`src/rtl/csp_pkg.sv`:
```
package csp_pkg;
  // serial clock event seen in the system clock domain
  typedef enum logic [1:0] {
    EV_NONE   = 2'd0,
    EV_CAP    = 2'd1,   // rising edge of the effective serial clock
    EV_LAUNCH = 2'd2    // falling edge of the effective serial clock
  } sclk_ev_e;
endpackage

```
`src/rtl/csp_word_hold.sv`:
```
module csp_word_hold #(
  parameter int W = 16
) (
  input  logic         clk,
  input  logic         rst,
  input  logic         ready_i,
  input  logic         straight_i,
  input  logic [W-1:0] result_i,
  input  logic         take_i,
  output logic         pend_o,
  output logic [W-1:0] word_o
);
  logic [W-1:0] coded;

  // two's complement is straight binary with the top bit flipped
  always_comb begin
    coded      = result_i;
    coded[W-1] = result_i[W-1] ^ ~straight_i;
  end

  always_ff @(posedge clk) begin
    if (rst) begin
      pend_o <= 1'b0;
      word_o <= '0;
    end else if (ready_i) begin
      pend_o <= 1'b1;
      word_o <= coded;
    end else if (take_i) begin
      pend_o <= 1'b0;
    end
  end
endmodule

```
`src/rtl/csp_clk_unit.sv`:
```
module csp_clk_unit
  import csp_pkg::*;
#(
  parameter int DIV_W       = 2,
  parameter int SYNC_STAGES = 2
) (
  input  logic             clk,
  input  logic             rst,
  input  logic             master_i,
  input  logic             run_i,
  input  logic             restart_i,
  input  logic             rd_during_i,
  input  logic [DIV_W-1:0] div_code_i,
  input  logic             sclk_inv_i,
  input  logic             sclk_ext_i,
  output sclk_ev_e         ev_o,
  output logic             sclk_int_o
);
  localparam int CNT_W = 2 ** DIV_W;

  // ---------------- master: divided internal clock ----------------
  logic [CNT_W-1:0] half;
  logic [CNT_W-1:0] hcnt;
  logic             toggle_now;

  always_comb begin
    half = rd_during_i ? CNT_W'(1) : (CNT_W'(1) << div_code_i);
  end

  assign toggle_now = run_i && (hcnt == half - CNT_W'(1));

  always_ff @(posedge clk) begin
    if (rst || !master_i) begin
      sclk_int_o <= 1'b0;
      hcnt       <= '0;
    end else if (restart_i || !run_i) begin
      sclk_int_o <= 1'b0;
      hcnt       <= '0;
    end else if (toggle_now) begin
      sclk_int_o <= ~sclk_int_o;
      hcnt       <= '0;
    end else begin
      hcnt <= hcnt + CNT_W'(1);
    end
  end

  // ---------------- slave: synchronised external clock ----------------
  logic [SYNC_STAGES-1:0] sy;
  logic                   eff_q;
  logic                   eff;

  generate
    if (SYNC_STAGES == 1) begin : g_sync1
      always_ff @(posedge clk) begin
        if (rst) sy <= sclk_inv_i;
        else     sy <= sclk_ext_i;
      end
    end else begin : g_syncn
      always_ff @(posedge clk) begin
        if (rst) sy <= {SYNC_STAGES{sclk_inv_i}};
        else     sy <= {sy[SYNC_STAGES-2:0], sclk_ext_i};
      end
    end
  endgenerate

  assign eff = sy[SYNC_STAGES-1] ^ sclk_inv_i;

  always_ff @(posedge clk) begin
    if (rst) eff_q <= 1'b0;
    else     eff_q <= eff;
  end

  always_comb begin
    ev_o = EV_NONE;
    if (master_i) begin
      if (toggle_now) ev_o = sclk_int_o ? EV_LAUNCH : EV_CAP;
    end else begin
      if (eff && !eff_q)      ev_o = EV_CAP;
      else if (!eff && eff_q) ev_o = EV_LAUNCH;
    end
  end
endmodule

```
`src/rtl/csp_shifter.sv`:
```
module csp_shifter
  import csp_pkg::*;
#(
  parameter int W = 16
) (
  input  logic         clk,
  input  logic         rst,
  input  logic         master_i,
  input  sclk_ev_e     ev_i,
  input  logic         casc_i,
  input  logic         pend_i,
  input  logic [W-1:0] word_i,
  input  logic         allow_i,
  output logic         take_o,
  output logic         active_o,
  output logic         sdo_o
);
  localparam int CW = $clog2(W + 1);

  logic [W-1:0]  sr;
  logic [CW-1:0] left;
  logic          tail_q;
  logic          launch;
  logic          last;

  assign active_o = (left != '0);
  assign launch   = (ev_i == EV_LAUNCH);
  assign last     = active_o && launch && (left == CW'(1));
  assign take_o   = pend_i && allow_i && (!active_o || last);
  assign sdo_o    = sr[W-1];

  always_ff @(posedge clk) begin
    if (rst) begin
      tail_q <= 1'b0;
    end else if (ev_i == EV_CAP) begin
      tail_q <= master_i ? 1'b0 : casc_i;
    end
  end

  always_ff @(posedge clk) begin
    if (rst) begin
      sr   <= '0;
      left <= '0;
    end else if (take_o) begin
      sr   <= word_i;
      left <= CW'(W);
    end else if (launch && (active_o || !master_i)) begin
      sr <= {sr[W-2:0], tail_q};
      if (active_o) left <= left - CW'(1);
    end
  end
endmodule

```
`src/rtl/conv_serial_port.sv`:
```
module conv_serial_port
  import csp_pkg::*;
#(
  parameter int W           = 16,
  parameter int DIV_W       = 2,
  parameter int SYNC_STAGES = 2
) (
  input  logic             clk,
  input  logic             rst,
  input  logic [W-1:0]     result_i,
  input  logic             ready_i,
  input  logic             busy_i,
  input  logic             straight_i,
  input  logic             clk_src_ext_i,
  input  logic [DIV_W-1:0] div_code_i,
  input  logic             sync_inv_i,
  input  logic             sclk_inv_i,
  input  logic             casc_rdsel_i,
  input  logic             sclk_ext_i,
  output logic             sclk_o,
  output logic             sdo_o,
  output logic             sync_o
);
  logic         master;
  logic         pend;
  logic [W-1:0] word;
  logic         take;
  logic         active;
  logic         allow;
  logic         sclk_int;
  sclk_ev_e     ev;

  assign master = !clk_src_ext_i;
  // master read-after timing waits for the engine to go idle
  assign allow  = !master || casc_rdsel_i || !busy_i;

  csp_word_hold #(.W(W)) u_hold (
    .clk        (clk),
    .rst        (rst),
    .ready_i    (ready_i),
    .straight_i (straight_i),
    .result_i   (result_i),
    .take_i     (take),
    .pend_o     (pend),
    .word_o     (word)
  );

  csp_clk_unit #(.DIV_W(DIV_W), .SYNC_STAGES(SYNC_STAGES)) u_clk (
    .clk         (clk),
    .rst         (rst),
    .master_i    (master),
    .run_i       (active),
    .restart_i   (take),
    .rd_during_i (casc_rdsel_i),
    .div_code_i  (div_code_i),
    .sclk_inv_i  (sclk_inv_i),
    .sclk_ext_i  (sclk_ext_i),
    .ev_o        (ev),
    .sclk_int_o  (sclk_int)
  );

  csp_shifter #(.W(W)) u_shift (
    .clk      (clk),
    .rst      (rst),
    .master_i (master),
    .ev_i     (ev),
    .casc_i   (casc_rdsel_i),
    .pend_i   (pend),
    .word_i   (word),
    .allow_i  (allow),
    .take_o   (take),
    .active_o (active),
    .sdo_o    (sdo_o)
  );

  assign sclk_o = master ? (sclk_int ^ sclk_inv_i) : 1'b0;
  assign sync_o = active ^ sync_inv_i;
endmodule

```
`config.mk`:
```
export PLATFORM = sky130hd
export DESIGN_NAME = conv_serial_port
export DESIGN_NICKNAME = d
export VERILOG_FILES = /design/src/rtl/csp_pkg.sv /design/src/rtl/csp_word_hold.sv /design/src/rtl/csp_clk_unit.sv /design/src/rtl/csp_shifter.sv /design/src/rtl/conv_serial_port.sv
export SDC_FILE = /design/constraint.sdc
export NUM_CORES = 1
export LEC_CHECK = 0
export BUFFER_PORTS_ARGS = -buffer_cell sky130_fd_sc_hd__buf_4
export CAP_MARGIN = 25
export CORE_MARGIN = 1
export CORE_UTILIZATION = 61
export DETAILED_ROUTE_END_ITERATION = 10
export GPL_ROUTABILITY_DRIVEN = 0
export MAX_ROUTING_LAYER = met4
export PLACE_DENSITY = 0.86
export SLEW_MARGIN = 20
export SYNTH_ARGS = -nofsm -noshare
export SYNTH_HDL_FRONTEND = slang
export SYNTH_SLANG_ARGS = --single-unit
```
`constraint.sdc`:
```
create_clock -name clk -period 3.5 [get_ports clk]
set_input_delay 0.175 -clock clk [delete_from_list [all_inputs] [get_ports clk]]
set_output_delay 0.175 -clock clk [all_outputs]
set_load 0.02 [all_outputs]
```
==> metrics.md <==
| Metric | Value |
|---|---|
| Max-Cap Viols | `0` |
| Max IR drop VDD | `0.345 mV` |
| Synth Instances | `250` |
| Setup TNS | `0 ns` |
| Endpoints failing setup | `0` |
| TritonCTS Buffers | `5` |
| Post-synth EDFFs | `0` |
| Die Y | `63.3 um` |
| Largest net degree at the start of global routing | `48` |
| CP Capture Type | `flip-flop` |
| RSZ-0062 raised after global routing | `false` |
| Hold Fails Final Rpt | `0` |
| Leading area contributor after synthesis | `dfxtp_1` |
| R2R cell count | `7` |
| Area of the multi-input gates | `1240 um^2` |
| First-pass GRT wire length | `7900 um` |
| Gates resized, CTS repair | `0` |
| CP top delay family | `compound AO/OA/AOI/OAI gates` |
| Ordered list of cells on the worst path | `inv_1 > ha_1 > nor4b_2 > nor4_2 > o21a_1 > o21ai_0 > a311oi_2` |
| Most common cell after layout, fill and taps aside | `dfxtp_1` |
| Worst Hold Depth | `3` |
| Post-synth ARST share | `0%` |
| Worst-skew pair later-pin latency | `0.30 ns` |
| Clock buffer depth | `2` |
| Worst Hold End | `u_hold.word_o[3]` |
| Cell Area, Synth | `2290 um^2` |
| Leak | `1.02 nW` |
| Area contributors post-synth | `dfxtp_1, mux2i_1, a311oi_2` |
| FP Rows | `21` |
| Initial DRT Pass Iterations | `4` |
| Ports | `31` |
| Fmax achieved | `395 MHz` |
| Die Width | `63.3 um` |
| Post-route insts no fill | `318` |
| Die area | `4000 um^2` |
| End of the worst register-to-register path | `u_shift.sr[14]` |
| Syn_area_per_cell | `9.16 um^2` |
| Via Count | `1897` |
| CTS tree | `built` |
| Core Box Area | `3470 um^2` |
| Commonest non-fill, non-tap cells in the layout | `dfxtp_1, buf_4, nor2_1` |
| Post-synth cell types | `42` |
| Critical Path RT | `3.72 ns` |
| All-layer global routing usage | `25.4%` |
| Ys Warns | `0` |
| FF+latch area | `941 um^2` |
| Fin nets | `303` |
| Critical Path Start | `u_shift.left[0]` |
| Fillers | `253` |
| Cts hold-fix bufs | `0` |
| Routed vias/inst | `5.97` |
| Antenna-violating nets left | `0` |
| CP Data Arrival Time | `2.75 ns` |
| H-tree Lvls | `2` |
| Top FF cell, synth | `dfxtp_1` |
| Min Hold Slack | `0.0996 ns` |
| Remaining Overflow, GRT | `0` |
| Sink Count | `47` |
| Post-CTS setup buffers | `0` |
| Routed len/inst | `14.7 um` |
| Initial drt markers | `180` |
| Final wirelength | `4670 um` |
| Worst-path fanout max | `22` |
| R2r startpoint | `u_shift.left[0]` |
| HPWL after detailed placement | `2920 um` |
| IO Port Bufs | `30` |
| Flop-to-flop setup slack | `0.97 ns` |
| Power per cell area | `459 nW/um^2` |
| Synth top area share | `41.1%` |
| Fraction of layout cells with a size suffix above 1 | `22.1%` |
| Status | `finished clean` |
| Max-slew headroom | `47.3%` |
| # placed instances | `310` |
| Worst-path clk slew | `0.08 ns` |
| Kind of critical path | `flip-flop to flip-flop` |
| Initial antenna violation count | `0` |
| Root buf cell | `clkbuf_8` |
| DRC Markers | `0` |
| P&R area growth vs syn | `14.4%` |
| Slew Limit Fails | `0` |
| Power, Total | `1.20 mW` |
| Slowest stage cell, crit path | `o21a_1` |
| Final min period | `2.53 ns` |
| Synthesized Nets | `282` |
| Post-synthesis register bit count | `47` |
| Final Cycle Share | `72.3%` |
| Type of the worst min-delay path | `input port to flip-flop` |
| Layout Skew | `0.00320 ns` |
| Starting density of the core | `66.1%` |
| Min-delay src | `result_i[3]` |
| ANT cells | `0` |
| Worst Path Buf+Inv | `1` |
| Startpoint type of the worst setup path | `flip-flop` |
| Worst path max stage delay | `0.58 ns` |
| Worst-Margin Slew | `0.790 ns` |
| Sequential fraction of the synthesis area | `41.1%` |
| Vias in the first global route | `1775` |
==> per-stage QoR <==
stage	instance area, um^2	utilization [%]	setup slack, ns
after floorplan	2290	-	1.42
after global placement	2500	72.2	1.06
after detailed placement	2500	72.2	1.01
after CTS	2620	75.5	0.995
after global routing	2620	75.5	0.773
final	2620	75.5	0.970
==> synthesized netlist by cell type, drive strengths merged (2+ instances only) <==
library cell	count
a2111oi	2
a311oi	16
mux2	2
ha	4
o21ai	26
nand3	18
nand2	3
nor4	2
dfxtp	47
inv	6
nor2	29
nor3	6
xor2	3
or2	3
nor4b	3
mux2i	16
nand3b	2
clkbuf	12
nand2b	5
xnor2	6
and3	2
buf	6
a21oi	19
==> registers in the layout (all words and copies together), names as in the netlist <==
name and cells:
u_clk.sclk_int_o 1, u_shift.left 5, u_shift.sr 16, u_clk.sy 2
u_hold.pend_o 1, u_hold.word_o 16, u_shift.tail_q 1, u_clk.eff_q 1
u_clk.hcnt 4
==> per-layer routing <==
layer	share of wire (%)	vias to the layer above	GRT usage, %
met4	1.6	0	8.52
met2	48	49	41.1
met1	46	887	32.4
met5	0	-	-
li1	-	951	-
met3	4.4	10	3.99
==> worst reg2reg max path: stages (launching register included) <==
cell and delay (ns):
dfxtp_1 0.39, inv_1 0.06, ha_1 0.27, nor4b_2 0.22, nor4_2 0.41, o21a_1 0.58
o21ai_0 0.24, a311oi_2 0.29
==> cells by family (layout without fill, tap and decap cells) <==
group | after synthesis | count (layout) | synth area share (%)
DFF | 47 | 47 | 41.1
and+or+nand+nor | 79 | 79 | 18.8
xor gates and xnor gates | 9 | 9 | 3.44
adders and majority gates | 4 | 4 | 2.18
muxes | 18 | 18 | 7.97
AOI/OAI and AO/OA | 69 | 69 | 21.8
buffers and inverters | 24 | 46 | 4.75
==> final cells by class <==
| type | count | share of cell area, % |
|---|---|---|
| Clock buffer | 6 | 3.15 |
| Sequential cell | 47 | 35.9 |
| Clock inverter | 2 | 1.34 |
| Tap cell | 46 | 2.20 |
| Multi-Input combinational cell | 179 | 47.4 |
| Inverter | 6 | 0.860 |
| Timing Repair Buffer | 32 | 9.17 |
==> worst max-delay path by stage <==
| stage | slack (ns) | depth (start not counted) | to |
|---|---|---|---|
| after floorplan | 1.42 | 8 | u_shift.sr[0] |
| after global placement | 1.06 | 10 | u_shift.sr[11] |
| after detailed placement | 1.01 | 11 | u_shift.sr[8] |
| after CTS | 1.0 | 7 | u_shift.sr[14] |
| after global routing | 0.77 | 7 | u_shift.sr[9] |
| final | 0.97 | 7 | u_shift.sr[14] |
==> report_power, final <==
part           switching, mW  leakage (nW)  internal [mW]  total, mW
logic                  0.104         0.570         0.0917      0.196
registers             0.0224         0.386          0.573      0.596
clock network          0.180        0.0612          0.231      0.411
total                  0.307          1.02          0.896       1.20
Power figures use the tool's default switching activity.
